**config.mk**
```make
export PLATFORM = sky130hd
export DESIGN_NAME = vsync_divider
export DESIGN_NICKNAME = d
export VERILOG_FILES = /design/src/rtl/vdiv_pkg.sv /design/src/rtl/vdiv_line_ctr.sv /design/src/rtl/vdiv_window.sv /design/src/rtl/vdiv_rate.sv /design/src/rtl/vdiv_mode_fsm.sv /design/src/rtl/vsync_divider.sv
export SDC_FILE = /design/constraint.sdc
export NUM_CORES = 1
export LEC_CHECK = 0
export BUFFER_PORTS_ARGS = -buffer_cell sky130_fd_sc_hd__buf_2
export CORE_AREA = 2 2 101 103
export CTS_BUF_LIST = sky130_fd_sc_hd__clkbuf_8
export DETAILED_ROUTE_END_ITERATION = 7
export DIE_AREA = 0 0 103 105
export HOLD_SLACK_MARGIN = 0.02
export SYNTH_ARGS = -nofsm -noshare
export SYNTH_HDL_FRONTEND = slang
export SYNTH_HIERARCHICAL = 1
export SYNTH_SLANG_ARGS = --single-unit
```
**constraint.sdc**
```tcl
create_clock -name clk -period 12.2 [get_ports clk]
set_clock_uncertainty 0.05 [all_clocks]
set_input_delay 3.05 -clock clk [delete_from_list [all_inputs] [get_ports clk]]
set_output_delay 3.05 -clock clk [all_outputs]
set_load 0.03 [all_outputs]
```
**src/rtl/vdiv_pkg.sv**
```systemverilog
package vdiv_pkg;

  typedef enum logic [1:0] {
    VM_SEARCH = 2'd0,
    VM_NARROW = 2'd1,
    VM_LOCKED = 2'd2
  } vmode_e;

  typedef struct packed {
    logic in_search;
    logic in_narrow;
    logic at_norm;
    logic at_search_end;
    logic at_narrow_end;
  } vwin_s;

endpackage

```
**src/rtl/vdiv_line_ctr.sv**
```systemverilog
module vdiv_line_ctr #(
  parameter int HL_W = 11
) (
  input  logic            clk,
  input  logic            rst,
  input  logic            tick,
  input  logic            restart,
  output logic [HL_W-1:0] pos
);

  localparam logic [HL_W-1:0] CNT_MAX = {HL_W{1'b1}};

  logic [HL_W-1:0] cnt_q;

  always_ff @(posedge clk) begin
    if (rst) begin
      cnt_q <= '0;
    end else if (tick) begin
      if (restart) begin
        cnt_q <= '0;
      end else if (cnt_q != CNT_MAX) begin
        cnt_q <= cnt_q + 1'b1;
      end
    end
  end

  // position of the half line being ticked right now
  always_comb pos = cnt_q + 1'b1;

endmodule

```
**src/rtl/vdiv_window.sv**
```systemverilog
module vdiv_window
  import vdiv_pkg::*;
#(
  parameter int HL_W    = 11,
  parameter int SW_LO   = 488,
  parameter int SW_HI   = 722,
  parameter int NW_HALF = 6
) (
  input  logic [HL_W-1:0] pos,
  input  logic [HL_W-1:0] expect_len,
  output vwin_s           win
);

  localparam logic [HL_W-1:0] LO_S = HL_W'(SW_LO);
  localparam logic [HL_W-1:0] HI_S = HL_W'(SW_HI);
  localparam logic [HL_W-1:0] HALF = HL_W'(NW_HALF);

  logic [HL_W-1:0] nw_lo;
  logic [HL_W-1:0] nw_hi;

  always_comb begin
    nw_lo             = expect_len - HALF;
    nw_hi             = expect_len + HALF;
    win.in_search     = (pos >= LO_S) && (pos <= HI_S);
    win.in_narrow     = (pos >= nw_lo) && (pos <= nw_hi);
    win.at_norm       = (pos == expect_len);
    win.at_search_end = (pos == HI_S);
    win.at_narrow_end = (pos == nw_hi);
  end

endmodule

```
**src/rtl/vdiv_rate.sv**
```systemverilog
module vdiv_rate #(
  parameter int HL_W       = 11,
  parameter int RATE_SPLIT = 575
) (
  input  logic            clk,
  input  logic            rst,
  input  logic [1:0]      rate_sel,
  input  logic            sync_retrace,
  input  logic [HL_W-1:0] len,
  output logic            is50
);

  logic auto50_q;
  logic auto50_d;

  always_comb begin
    auto50_d = auto50_q;
    if (sync_retrace) auto50_d = (len >= HL_W'(RATE_SPLIT));
  end

  always_ff @(posedge clk) begin
    if (rst) begin
      auto50_q <= 1'b1;
      is50     <= 1'b1;
    end else begin
      auto50_q <= auto50_d;
      case (rate_sel)
        2'b01:   is50 <= 1'b1;
        2'b10:   is50 <= 1'b0;
        default: is50 <= auto50_d;
      endcase
    end
  end

endmodule

```
**src/rtl/vdiv_mode_fsm.sv**
```systemverilog
module vdiv_mode_fsm
  import vdiv_pkg::*;
#(
  parameter int NW_HITS     = 16,
  parameter int NORM_HITS   = 15,
  parameter int NARROW_MISS = 6,
  parameter int LOCK_MISS   = 3,
  parameter int REENTRY_MISS = 3
) (
  input  logic   clk,
  input  logic   rst,
  input  logic   tick,
  input  logic   vsync,
  input  logic   force_search,
  input  vwin_s  win,
  output vmode_e mode,
  output logic   fire,
  output logic   take
);

  localparam int MAXH   = (NW_HITS > NORM_HITS) ? NW_HITS : NORM_HITS;
  localparam int HIT_W  = $clog2(MAXH + 1);
  localparam int MAXM1  = (NARROW_MISS > LOCK_MISS) ? NARROW_MISS : LOCK_MISS;
  localparam int MAXM   = (MAXM1 > REENTRY_MISS) ? MAXM1 : REENTRY_MISS;
  localparam int MISS_W = $clog2(MAXM + 1);

  logic [HIT_W-1:0]  hits_q;
  logic [MISS_W-1:0] miss_q;
  logic              from_lock_q;
  logic              sync;
  logic [MISS_W-1:0] narrow_lim;

  always_comb begin
    sync = tick & vsync;
    take = 1'b0;
    fire = 1'b0;
    case (mode)
      VM_SEARCH: begin
        take = sync & win.in_search;
        fire = take | (tick & win.at_search_end);
      end
      VM_NARROW: begin
        take = sync & win.in_narrow;
        fire = take | (tick & win.at_narrow_end);
      end
      default: begin
        take = sync & win.at_norm;
        fire = tick & win.at_norm;
      end
    endcase
    narrow_lim = from_lock_q ? MISS_W'(REENTRY_MISS - 1) : MISS_W'(NARROW_MISS - 1);
  end

  always_ff @(posedge clk) begin
    if (rst || force_search) begin
      mode        <= VM_SEARCH;
      hits_q      <= '0;
      miss_q      <= '0;
      from_lock_q <= 1'b0;
    end else if (fire) begin
      case (mode)
        VM_SEARCH: begin
          if (take && win.in_narrow) begin
            if (hits_q == HIT_W'(NW_HITS - 1)) begin
              mode        <= VM_NARROW;
              hits_q      <= '0;
              miss_q      <= '0;
              from_lock_q <= 1'b0;
            end else begin
              hits_q <= hits_q + 1'b1;
            end
          end else begin
            hits_q <= '0;
          end
        end
        VM_NARROW: begin
          if (take) begin
            miss_q <= '0;
            if (win.at_norm) begin
              if (hits_q == HIT_W'(NORM_HITS - 1)) begin
                mode   <= VM_LOCKED;
                hits_q <= '0;
              end else begin
                hits_q <= hits_q + 1'b1;
              end
            end else begin
              hits_q <= '0;
            end
          end else begin
            hits_q <= '0;
            if (miss_q == narrow_lim) begin
              mode        <= VM_SEARCH;
              miss_q      <= '0;
              from_lock_q <= 1'b0;
            end else begin
              miss_q <= miss_q + 1'b1;
            end
          end
        end
        default: begin
          if (take) begin
            miss_q <= '0;
          end else if (miss_q == MISS_W'(LOCK_MISS - 1)) begin
            mode        <= VM_NARROW;
            miss_q      <= '0;
            hits_q      <= '0;
            from_lock_q <= 1'b1;
          end else begin
            miss_q <= miss_q + 1'b1;
          end
        end
      endcase
    end
  end

endmodule

```
**src/rtl/vsync_divider.sv**
```systemverilog
module vsync_divider
  import vdiv_pkg::*;
#(
  parameter int HL_W         = 11,
  parameter int SW_LO        = 488,
  parameter int SW_HI        = 722,
  parameter int NW_HALF      = 6,
  parameter int EXP_50       = 625,
  parameter int EXP_60       = 525,
  parameter int RATE_SPLIT   = 575,
  parameter int NW_HITS      = 16,
  parameter int NORM_HITS    = 15,
  parameter int NARROW_MISS  = 6,
  parameter int LOCK_MISS    = 3,
  parameter int REENTRY_MISS = 3
) (
  input  logic            clk,
  input  logic            rst,
  input  logic            hl_tick,
  input  logic            vsync,
  input  logic [1:0]      rate_sel,
  input  logic            force_search,
  output logic            retrace,
  output logic [1:0]      mode,
  output logic [HL_W-1:0] field_len,
  output logic            rate_50
);

  logic [HL_W-1:0] pos;
  logic [HL_W-1:0] expect_len;
  vwin_s           win;
  vmode_e          mode_st;
  logic            fire;
  logic            take;

  always_comb expect_len = rate_50 ? HL_W'(EXP_50) : HL_W'(EXP_60);

  vdiv_line_ctr #(.HL_W(HL_W)) u_ctr (
    .clk     (clk),
    .rst     (rst),
    .tick    (hl_tick),
    .restart (fire),
    .pos     (pos)
  );

  vdiv_window #(
    .HL_W(HL_W), .SW_LO(SW_LO), .SW_HI(SW_HI), .NW_HALF(NW_HALF)
  ) u_win (
    .pos        (pos),
    .expect_len (expect_len),
    .win        (win)
  );

  vdiv_mode_fsm #(
    .NW_HITS(NW_HITS), .NORM_HITS(NORM_HITS), .NARROW_MISS(NARROW_MISS),
    .LOCK_MISS(LOCK_MISS), .REENTRY_MISS(REENTRY_MISS)
  ) u_fsm (
    .clk          (clk),
    .rst          (rst),
    .tick         (hl_tick),
    .vsync        (vsync),
    .force_search (force_search),
    .win          (win),
    .mode         (mode_st),
    .fire         (fire),
    .take         (take)
  );

  vdiv_rate #(.HL_W(HL_W), .RATE_SPLIT(RATE_SPLIT)) u_rate (
    .clk          (clk),
    .rst          (rst),
    .rate_sel     (rate_sel),
    .sync_retrace (take),
    .len          (pos),
    .is50         (rate_50)
  );

  always_ff @(posedge clk) begin
    if (rst) begin
      retrace   <= 1'b0;
      field_len <= '0;
    end else begin
      retrace <= fire;
      if (fire) field_len <= pos;
    end
  end

  always_comb mode = mode_st;

endmodule

```
Yosys cells after proc, flatten, opt, wreduce, memory -nomap -nowiden
Cells that the tools add are included.
- flip-flop bits (word level): 36
- bits of input ports: 7
- output and inout port bits: 15
- word-level logic and storage cells: 99
- $add $sub $neg: 5
- magnitude comparators: 5
- equal/unequal tests: 20
- mux-type cells: 39
- bitwise logic cells: 9
- reduce and logical (&&, ||, !) cells: 12
- operators with widths (kind ; number):
    $mux 5 ; 7
    $mux 11 ; 2
    $mux 3 ; 7
    $mux 2 ; 8
    $add 10x3->11 const B ; 1
    $add 11x1->11 const B ; 1
    $eq 11x10->1 ; 1
    $eq 11x10->1 const B ; 1
    $eq 11x11->1 ; 1
    $ge 11x10->1 const B ; 1
    $ge 11x11->1 ; 1
    $ge 11x9->1 const B ; 1
    $le 11x10->1 const B ; 1
    $le 11x11->1 ; 1
    $ne 11x11->1 const B ; 1
    $sub 10x3->11 const B ; 1
    $eq 5x4->1 const B ; 2
    $pmux 5 s2 ; 1
    $pmux 1 s2 ; 4
    $reduce_and 8->1 ; 1
    $and 1x1->1 ; 7
    $mux 1 ; 7
    $mux 7 ; 1
    $reduce_and 7->1 ; 1
    other kinds (21) ; 30

Logic depth before layout (Yosys ltp)
- depth in word-level cells: 9
- gate-level depth with buffers: 19
- gate-level depth less buffers: 18

Hierarchy
The synthesis kept the hierarchy.
- modules (own cells, without submodules) (module ; instances ; cells each ; area each (um^2) ; seq. area each (um^2)):
    vdiv_window ; 1 ; 125 ; 999.7 ; 0.0
    vdiv_mode_fsm ; 1 ; 98 ; 789.5 ; 220.2
    vdiv_line_ctr ; 1 ; 82 ; 673.1 ; 220.2
    vsync_divider ; 1 ; 40 ; 425.4 ; 240.2
    vdiv_rate ; 1 ; 16 ; 136.4 ; 40.0

Worst setup path after synthesis
OpenSTA, ideal clock, no wires.
- kind: in2reg
- start: input hl_tick
- end: register u_ctr.cnt_q[3]
- setup time: 70 ps
- arrival time: 4643 ps
- data required time: 12080 ps
- setup slack: 7437 ps
- cell stages on the path: 6
- buffers on the path: 1
- cell sequence: and3_1 a32o_1 or2_2 clkbuf_1 or4_1 a21oi_1
- cells in the longest elaborated chain, start to end: 6
- elaborated cells on any way between the ends: 12
- classes of those cells: mux (2); bitwise (8); reduce/logical (2)
- RTL lines (element ; RTL line ; RTL):
    start, declared ; vsync_divider.sv:19 ; input logic hl_tick,
    $and 1x1->1 ; vdiv_mode_fsm.sv:34 ; sync = tick & vsync;
    $and 1x1->1 (on tied branches) ; vdiv_mode_fsm.sv:43, vdiv_mode_fsm.sv:39 ;
    $or 1x1->1 (on tied branches) ; vdiv_mode_fsm.sv:44, vdiv_mode_fsm.sv:40 ;
    $pmux 1 s2 (*) ; vdiv_mode_fsm.sv:37 ; case (mode)
    net fire ; vsync_divider.sv:33 ; logic fire;
    $reduce_bool 2->1 (no line) ; n/a ;
    $reduce_and 2->1 (no line) ; n/a ;
    end signal, assigned ; vdiv_line_ctr.sv:22 ; cnt_q <= cnt_q + 1'b1;
    end, declared ; vdiv_line_ctr.sv:13 ; logic [HL_W-1:0] cnt_q;
The timed path passes the listed nets; every way through them passes the cells marked *.
A chain may end at the register's enable or synchronous reset.

==> flow_summary.json <==
{
  "status": "finished, final reports clean",
  "place_inst": 513,
  "cp_data_required_time_ns": 12.30,
  "postSynthAreaPerCell_sq_um": 8.38,
  "async_reset_ff_share_pct": 0,
  "portBuffers": 21,
  "setup_tns_ns": 0,
  "routed.top_layer": "met4",
  "holdPathStages": 2,
  "ctsHtreeMaxLevel": 2,
  "clockBufferDepth": 2,
  "stdcell_area_sq_mm": 0.00336,
  "place_area_sq_mm": 0.00325,
  "gp_congestion": 0.791,
  "hold_path_class": "reg2reg",
  "cp.arrival_ns": 5.11,
  "postSynthCellCount": 361,
  "coreArea_sq_mm": 0.00964,
  "n_antenna_cell": 0,
  "worstSkewPairLatency_ns": 0.29,
  "wl_per_cell_microns": 13.7,
  "cts_post_setup_buffers_inserted": 0,
  "layout-drive-gt1-share_pct": 13.1,
  "initial_core_util_pct": 31.4,
  "final_cells": 521,
  "dr.first_iter.drc_count": 133,
  "yosysSeqAreaShare_pct": 23.8,
  "rsz0062_at_grt": "false",
  "ys_types": 74,
  "dr_wl_met3_microns": 158,
  "drv_slew": 0,
  "die_area_sq_mm": 0.0108,
  "fin_crit_ns": 5.01,
  "vias": 2694,
  "antenna_found_initial": 0,
  "power_density_mw_per_mm2": 79.0,
  "gr-total-overflow": 0,
  "yosys_register_bits": 36,
  "p_switching_uw": 71.1,
  "seqPwrFrac_pct": 45.0,
  "route.met2.wl_mm": 3.69,
  "grt_pass1_vias": 2610,
  "drc": 0,
  "tightest_slew_ns": 0.900,
  "cts-root-buf": "clkbuf_8",
  "end_kind": "flop",
  "p_total_uw": 265,
  "max_cap_violations": 0,
  "wl_met1_mm": 3.20,
  "area_delta_synth_final_pct": 11.1,
  "worst-path-max-fanout": 24,
  "ant_nets": 0,
  "crit_path_start_kind": "flop",
  "min_period_over_period_pct": 41.0,
  "yosysWarnings": 6,
  "cts_buffers": 5,
  "vdd.ir_drop.worst_v": 0.0000354,
  "rows": 36,
  "die_y_microns": 105,
  "cts_resized": 0,
  "p_comb_share_pct": 15.4,
  "ff_latch_area_sq_um": 721,
  "boundaryPins": 22,
  "p_clk_share_pct": 39.7,
  "cts_hold_buf": 0,
  "grt_max_degree": 28,
  "place_worst_setup_slack_ns": 7.08,
  "dr.pass1.iters": 4,
  "slew_headroom_pct": 39.6,
  "syn-cell-area_sq_mm": 0.00302,
  "cts.reportedPaths.clkPinSlew_ns": 0.08,
  "reg2regPathDepth": 16,
  "grt_use_total_pct": 13.7,
  "hold_viol_final": 0,
  "vias_per_cell": 5.17,
  "finalNetCount": 424,
  "dp_hpwl_mm": 5.37,
  "p_int_uw": 194,
  "setup_ws_ns": 7.19,
  "cts_tree": "done",
  "worst-setup-path-type": "reg2reg",
  "fmax_mhz": 200,
  "nFillCells": 1046,
  "p_leak_uw": 0.00127,
  "synth_edf_count": 0,
  "multi_input_area_sq_mm": 0.00217,
  "cts.sinks": 36,
  "swShare_pct": 26.8,
  "fp.dieW_microns": 103,
  "wl_mm": 7.15,
  "timing.final.setup_violations": 0,
  "synthFlopType": "dfxtp_1",
  "grt_pass1_wl_mm": 12.0
}
-- layout by cell type (no fill, tap or decap), types with 14 or more instances in the layout --
cell / n
xnor2_1: 24
dfxtp_1: 36
inv_1: 19
mux2i_1: 15
buf_2: 21
nor2_1: 34
a21oi_1: 19
nand2_1: 29
ha_1: 30
nand4_1: 14
-- metal layers --
layer | GRT usage (%) | up-vias
met2 | 24.1 | 35
met4 | 4.70 | 0
met1 | 16.6 | 1290
met3 | 1.81 | 7
li1 | - | 1362
met5 | 0 | -
-- power by group through the flow --
| stage | Clock (uW) | Combinational (uW) | Sequential [uW] |
|---|---|---|---|
| 5_1_grt | 111 | 45.7 | 119 |
| 6_report | 105 | 40.8 | 119 |
| 4_1_cts | 108 | 40.3 | 119 |
| 2_1_floorplan | 0 | 32.6 | 123 |
| 3_3_place_gp | 0 | 38.9 | 122 |
| 3_5_place_dp | 0 | 39.9 | 122 |
-- state kept, by name (all words and copies together) (netlist names) --
name               cells
u_rate/auto50_q        1
u_fsm/mode             2
u_rate/is50            1
field_len             11
u_ctr/cnt_q           11
retrace                1
u_fsm/from_lock_q      1
u_fsm/hits_q           5
u_fsm/miss_q           3
-- synth_stat cells, drive strengths merged (3+ instances only) --
cell,count,area (sq um)
a211oi,3,22.5
a21o,3,22.5
a21oi,20,104
a31oi,4,25.0
buf,11,87.6
clkbuf,4,15.0
dfxtp,36,721
ha,30,375
inv,19,71.3
mux2i,15,150
nand2,29,109
nand3,10,50.1
nand3b,7,52.6
nand4,15,100
nor2,34,128
nor3,7,46.3
nor3b,3,32.5
nor4,6,58.8
o211ai,4,30.0
o21ai,10,53.8
o31ai,4,35.0
or2,4,25.0
or4,5,37.5
xnor2,24,210
xor2,11,96.3
-- cell type report --
type / instances / share of cell area (%)
inverters: 19 / 2.12
multi-input cells: 302 / 64.6
flip-flops and latches: 36 / 21.4
clock inverters: 3 / 1.27
clock buffers: 5 / 2.05
repair buffers: 23 / 3.57
well taps: 133 / 4.95
-- stage by stage --
| stage | hold WS [ns] | util [%] |
|---|---|---|
| finish | 0.435 | 34.9 |
| global route | 0.474 | 34.9 |
| CTS | 0.432 | 34.9 |
| detailed placement | 0.414 | 33.7 |
| global placement | 0.417 | 33.7 |
| floorplan | 0.393 | - |
-- critical path, stage by stage (launching register included) --
cell,delay (ns)
dfxtp_1,0.43
ha_1,0.28
nand4_1,0.23
nor2_1,0.36
nand3_1,0.14
xnor2_1,0.73
ha_1,0.37
nand4_1,0.14
a211oi_1,0.08
a2111oi_2,0.38
a2bb2oi_1,0.23
and3_1,0.27
a32o_1,0.21
or2_2,0.50
nand2_1,0.22
o211ai_1,0.15
a21oi_1,0.09
-- kinds of logic (layout without fill, tap and decap cells) --
| logic type | Yosys count | in the layout | synth area share (%) |
|---|---|---|---|
| AND/OR/NAND/NOR | 135 | 135 | 25.2 |
| AO/OA/AOI/OAI | 74 | 74 | 17.5 |
| flip-flops | 36 | 36 | 23.8 |
| XOR/XNOR | 35 | 35 | 10.1 |
| buffers and inverters | 34 | 50 | 5.75 |
| adder cells (fa/ha/maj) | 30 | 30 | 12.4 |
| multiplexers | 15 | 15 | 4.96 |
| other | 2 | 13 | 0.248 |
-- worst paths after layout --
kind / startpoint / endpoint / slack, ns
worst max-delay path: u_ctr/cnt_q[0]$_SDFFE_PP0P_ / u_ctr/cnt_q[3]$_SDFFE_PP0P_ / 7.19
worst min-delay path: u_fsm/from_lock_q$_SDFFE_PP0P_ / u_fsm/from_lock_q$_SDFFE_PP0P_ / 0.44
worst max register to register: u_ctr/cnt_q[0]$_SDFFE_PP0P_ / u_ctr/cnt_q[3]$_SDFFE_PP0P_ / 7.19
worst min register to register: u_fsm/from_lock_q$_SDFFE_PP0P_ / u_fsm/from_lock_q$_SDFFE_PP0P_ / 0.44
Power figures use the tool's default switching activity.
